### src/rtl/vic_pkg.sv
package vic_pkg;
  typedef enum logic [1:0] {
    SRC_NONE = 2'd0,
    SRC_EXT  = 2'd1,
    SRC_TMR  = 2'd2
  } vic_src_e;

  // Place a handler address into the lowest bank by clearing the bank bit.
  function automatic logic [31:0] bank0_addr(input logic [31:0] a, input int bank_bit);
    logic [31:0] m;
    m = 32'd1 << bank_bit;
    return a & ~m;
  endfunction
endpackage

### src/rtl/vic_pend.sv
// Timer overflow pending latch.
module vic_pend (
  input  logic clk,
  input  logic rst_n,
  input  logic ovf,
  input  logic en,
  input  logic served,
  output logic pend
);
  logic pend_q;

  always_ff @(posedge clk or negedge rst_n) begin
    if (!rst_n)      pend_q <= 1'b0;
    else if (!en)    pend_q <= 1'b0;
    else if (ovf)    pend_q <= 1'b1;
    else if (served) pend_q <= 1'b0;
  end

  assign pend = pend_q;
endmodule

### src/rtl/vic_lock.sv
// Single-level lockout: set on handshake, released only by return-with-restore.
module vic_lock (
  input  logic clk,
  input  logic rst_n,
  input  logic taken,
  input  logic ret_valid,
  input  logic ret_restore,
  output logic locked
);
  logic lock_q;
  logic release_w;

  assign release_w = ret_valid & ret_restore;

  always_ff @(posedge clk or negedge rst_n) begin
    if (!rst_n)         lock_q <= 1'b0;
    else if (taken)     lock_q <= 1'b1;
    else if (release_w) lock_q <= 1'b0;
  end

  assign locked = lock_q;
endmodule

### src/rtl/vic_arb.sv
// Samples sources at ALE, applies priority, holds the call until accepted.
module vic_arb
  import vic_pkg::*;
#(
  parameter int ADDR_W   = 12,
  parameter int EXT_VEC  = 3,
  parameter int TMR_VEC  = 7,
  parameter int BANK_BIT = 11
) (
  input  logic              clk,
  input  logic              rst_n,
  input  logic              ale,
  input  logic              ext_act,
  input  logic              ext_en,
  input  logic              tmr_pend,
  input  logic              tmr_en,
  input  logic              locked,
  input  logic              ready,
  output logic              valid,
  output logic [ADDR_W-1:0] vec,
  output vic_src_e          src
);
  localparam logic [31:0]       EXT_FULL = bank0_addr(EXT_VEC, BANK_BIT);
  localparam logic [31:0]       TMR_FULL = bank0_addr(TMR_VEC, BANK_BIT);
  localparam logic [ADDR_W-1:0] EXT_A    = EXT_FULL[ADDR_W-1:0];
  localparam logic [ADDR_W-1:0] TMR_A    = TMR_FULL[ADDR_W-1:0];

  logic     valid_q;
  vic_src_e src_q;
  logic     ext_ok;
  logic     tmr_ok;
  logic     open_w;

  assign open_w = ale & ~locked & ~valid_q;
  assign ext_ok = ext_act & ext_en;
  assign tmr_ok = tmr_pend & tmr_en;

  always_ff @(posedge clk or negedge rst_n) begin
    if (!rst_n) begin
      valid_q <= 1'b0;
      src_q   <= SRC_NONE;
    end else if (valid_q) begin
      if (ready) begin
        valid_q <= 1'b0;
        src_q   <= SRC_NONE;
      end
    end else if (open_w) begin
      if (ext_ok) begin
        valid_q <= 1'b1;
        src_q   <= SRC_EXT;
      end else if (tmr_ok) begin
        valid_q <= 1'b1;
        src_q   <= SRC_TMR;
      end
    end
  end

  always_comb begin
    unique case (src_q)
      SRC_EXT: vec = EXT_A;
      SRC_TMR: vec = TMR_A;
      default: vec = '0;
    endcase
  end

  assign valid = valid_q;
  assign src   = src_q;
endmodule

### src/rtl/vic_top.sv
module vic_top
  import vic_pkg::*;
#(
  parameter int ADDR_W   = 12,
  parameter int EXT_VEC  = 3,
  parameter int TMR_VEC  = 7,
  parameter int BANK_BIT = 11
) (
  input  logic              clk,
  input  logic              rst_n,
  input  logic              ext_req_n,
  input  logic              ext_en,
  input  logic              tmr_ovf,
  input  logic              tmr_en,
  input  logic              ale,
  input  logic              ret_valid,
  input  logic              ret_restore,
  output logic              take_valid,
  input  logic              take_ready,
  output logic [ADDR_W-1:0] vec_addr
);
  logic     locked;
  logic     tmr_pend;
  logic     taken;
  logic     tmr_served;
  vic_src_e cur_src;

  assign taken      = take_valid & take_ready;
  assign tmr_served = taken & (cur_src == SRC_TMR);

  vic_pend u_pend (
    .clk    (clk),
    .rst_n  (rst_n),
    .ovf    (tmr_ovf),
    .en     (tmr_en),
    .served (tmr_served),
    .pend   (tmr_pend)
  );

  vic_lock u_lock (
    .clk         (clk),
    .rst_n       (rst_n),
    .taken       (taken),
    .ret_valid   (ret_valid),
    .ret_restore (ret_restore),
    .locked      (locked)
  );

  vic_arb #(
    .ADDR_W   (ADDR_W),
    .EXT_VEC  (EXT_VEC),
    .TMR_VEC  (TMR_VEC),
    .BANK_BIT (BANK_BIT)
  ) u_arb (
    .clk      (clk),
    .rst_n    (rst_n),
    .ale      (ale),
    .ext_act  (~ext_req_n),
    .ext_en   (ext_en),
    .tmr_pend (tmr_pend),
    .tmr_en   (tmr_en),
    .locked   (locked),
    .ready    (take_ready),
    .valid    (take_valid),
    .vec      (vec_addr),
    .src      (cur_src)
  );
endmodule

### config.mk
export PLATFORM = sky130hd
export DESIGN_NAME = vic_top
export DESIGN_NICKNAME = d
export VERILOG_FILES = /design/src/rtl/vic_pkg.sv /design/src/rtl/vic_pend.sv /design/src/rtl/vic_lock.sv /design/src/rtl/vic_arb.sv /design/src/rtl/vic_top.sv
export SDC_FILE = /design/constraint.sdc
export NUM_CORES = 1
export LEC_CHECK = 0
export ABC_AREA = 1
export ABC_CLOCK_PERIOD_IN_PS = 800
export CORE_AREA = 2 2 39 41
export DETAILED_ROUTE_END_ITERATION = 16
export DIE_AREA = 0 0 41 43
export DONT_BUFFER_PORTS = 1
export PLACE_DENSITY = 0.39
export RECOVER_POWER = 50
export SLEW_MARGIN = 20
export SYNTH_ARGS = -nofsm -noshare
export SYNTH_HDL_FRONTEND = slang
export SYNTH_HIERARCHICAL = 1
export SYNTH_SLANG_ARGS = --single-unit
### constraint.sdc
create_clock -name clk -period 0.8 [get_ports clk]
set_input_delay 0.08 -clock clk [delete_from_list [all_inputs] [get_ports clk]]
set_output_delay 0.08 -clock clk [all_outputs]
set_load 0.01 [all_outputs]
==> run_results.csv <==
group,metric,value,unit
run_status,status,"finished with violations",
run_status,violations,"setup timing",
logic_synthesis,synth-seq-area-share,34.1,%
pwr,irDropWorstVdd,0.000880,V
place,place_ws,-0.0874,ns
hold_path,hold_depth,3,
place,placedCellCount,65,
floorplan,core,0.00138,sq mm
critical_path,path_buf_inv,1,
floorplan,num_rows,14,
routing,vias,299,
floorplan,die_x,41,um
routing,wl_per_cell,9.44,um
cells_and_area,fin_cells,79,
critical_path,setup.worst_path.end_class,"output port",
sta,finalMaxSlewViolations,0,
floorplan,fp.dieArea,0.00176,sq mm
sta,whs,0.00759,ns
hold_path,worstHoldPathType,"input pin to flip-flop",
floorplan,dieHeight,43,um
cells_and_area,antenna_cells,0,
logic_synthesis,synth.avg_cell_area,7.48,sq um
logic_synthesis,yosys_warnings,6,
cells_and_area,area_growth,43.0,%
grt,grt_max_degree,6,
routing,dr.pass1.iters,2,
pwr,power_density,2430,mW/mm^2
sta,post-route-period-util,132,%
critical_path,cp-start-kind,"flip-flop",
place,dp_hpwl,502,um
clock_tree,root_buffer,"clkbuf_4",
cells_and_area,nets,75,
grt,antenna_found_initial,0,
grt,track_usage,9.07,%
clock_tree,cts_buffers,3,
place,gp_congestion,0.726,
sta,skew,0.000436,ns
sta,finalSetupViolations,8,
critical_path,path_class,"flip-flop to output port",
cells_and_area,layout_common_cells,"nand2_1, conb_1, inv_1",
routing,drt-vias-per-instance,3.78,
logic_synthesis,mappedNetlistArea,367,sq um
cells_and_area,drive_above_1_share,38.1,%
logic_synthesis,synth_seq_cells,5,
clock_tree,clk_path_buf_depth,2,
pwr,power_leakage,0.274,nW
critical_path,crit_fanout,2,
critical_path,r2r-end,"u_pend/pend",
critical_path,reg2reg_depth,7,
sta,fin_ws,-0.254,ns
cells_and_area,utilization,37.9,%
sta,period_needed,1.05,ns
critical_path,crit_required,0.72,ns
sta,hold_viol,0,
logic_synthesis,syn_inst,49,
critical_path,cp_top_family,"flip-flops",
clock_tree,tritoncts,"done",
logic_synthesis,synth_cell_types,14,
hold_path,min_from,"ret_restore",
routing,drt_iter0_markers,4,
grt,grt_pass1_wl,1060,um
cells_and_area,seq_area,126,sq um
routing,final_antenna_net_count,0,
critical_path,cp_slowest_cell,"dfrtp_1",
grt,overflow,0,
place,port_buffers,0,
cells_and_area,n_fill_cell,163,
routing,drcViolationCount,0,
critical_path,reg2reg_setup_slack,-0.15,ns
grt,grt_pass1_vias,274,
clock_tree,clk_pin_slew,0.05,ns
clock_tree,clk_latency,0.24,ns
flow_run,drv_cap,0,
critical_path,worstPathArrival,0.97,ns
critical_path,max_stage_delay,0.40,ns
routing,wirelength,746,um
sta,max_freq,949,MHz
hold_path,min_to,"u_lock/locked",
critical_path,r2r_start,"u_arb/src[0]",
critical_path,worstPathCellList,"ha_4 -> inv_4",
floorplan,io_pins,23,
clock_tree,clock-sinks,5,
sta,rsz0062_at_grt,"true",
cells_and_area,multi_input_area,194,sq um
clock_tree,htree_levels,1,
floorplan,initial_core_util,26.5,%
-- power breakdown --
group,switching [mW],leakage [nW],internal (mW)
sequential,0.0630,0.0622,0.319
combinational,0.296,0.197,0.287
clock,0.117,0.0150,0.189
-- timing repair --
action                                  4_1_cts  5_1_grt
hold endpoints to repair                      8        0
gates cloned                                  0        0
hold buffers                                  5        0
resized for setup                             4       11
pin swaps                                     4        5
endpoints found under the setup margin        8        9
setup buffers                                 3        2
-- area by class of cell --
class                      count  area share, %
clock buffer                   4           5.01
sequential                     5           24.1
inverter                      11           8.35
tap                           16           3.82
multi-input combinational     31           37.0
timing repair buffer          12           21.7
-- Yosys cell counts, drive strengths merged --
library cell	instances	share of area (%)
nand2	12	13
o21ai	1	1.4
nand3	3	5.5
buf	10	20
dfrtp	5	34
ha	1	3.4
nor2	2	4.1
inv	11	11
conb	1	1.0
a21oi	1	2.4
nand4	2	3.4
-- per-layer routing --
metal | global-route usage, % | wire [um]
met1 | 13.7 | 322
met2 | 10.3 | 387
met3 | 1.57 | 37
met4 | 8.00 | 0
met5 | 0 | 0
-- stage by stage --
step	power [mW]	TNS, ns	instance area [sq um]
2_1_floorplan	0.745	-0.190	400
3_3_place_gp	0.698	-0.307	357
3_5_place_dp	0.701	-0.319	357
4_1_cts	1.12	-1.20	468
5_1_grt	1.36	-1.41	524
6_report	1.27	-1.10	524
-- flip-flops by register name (all words and copies together) (netlist names) --
| name | count |
|---|---|
| u_arb/src | 2 |
| u_pend/pend | 1 |
| u_lock/locked | 1 |
| u_arb/valid | 1 |
-- how the worst max path moves through the flow --
| stage | from | to | slack [ns] | depth (start not counted) |
|---|---|---|---|---|
| after global placement | u_arb/src[1] | vec_addr[1] | -0.08 | 2 |
| final | u_arb/src[1] | vec_addr[1] | -0.25 | 2 |
| after global routing | u_arb/src[1] | vec_addr[1] | -0.28 | 2 |
| after detailed placement | u_arb/src[1] | vec_addr[1] | -0.09 | 2 |
| after floorplan | u_arb/src[1] | vec_addr[1] | -0.13 | 3 |
| after CTS | u_arb/src[0] | vec_addr[1] | -0.31 | 3 |
-- tightest hold or removal path: cells and delay by family --
| family | cells | cell delay [ns] |
|---|---|---|
| AND/OR/NAND/NOR | 3 | 0.13 |
-- logic make-up (layout without fill, tap and decap cells) --
logic type	Yosys count	in the layout	synth area share (%)
buffers and inverters	21	27	31.7
and+or+nand+nor	19	19	25.9
DFF	5	5	34.1
AOI/OAI and AO/OA	2	2	3.75
adders and majority gates	1	1	3.41
other	1	9	1.02
(Power assumes the default switching activity.)
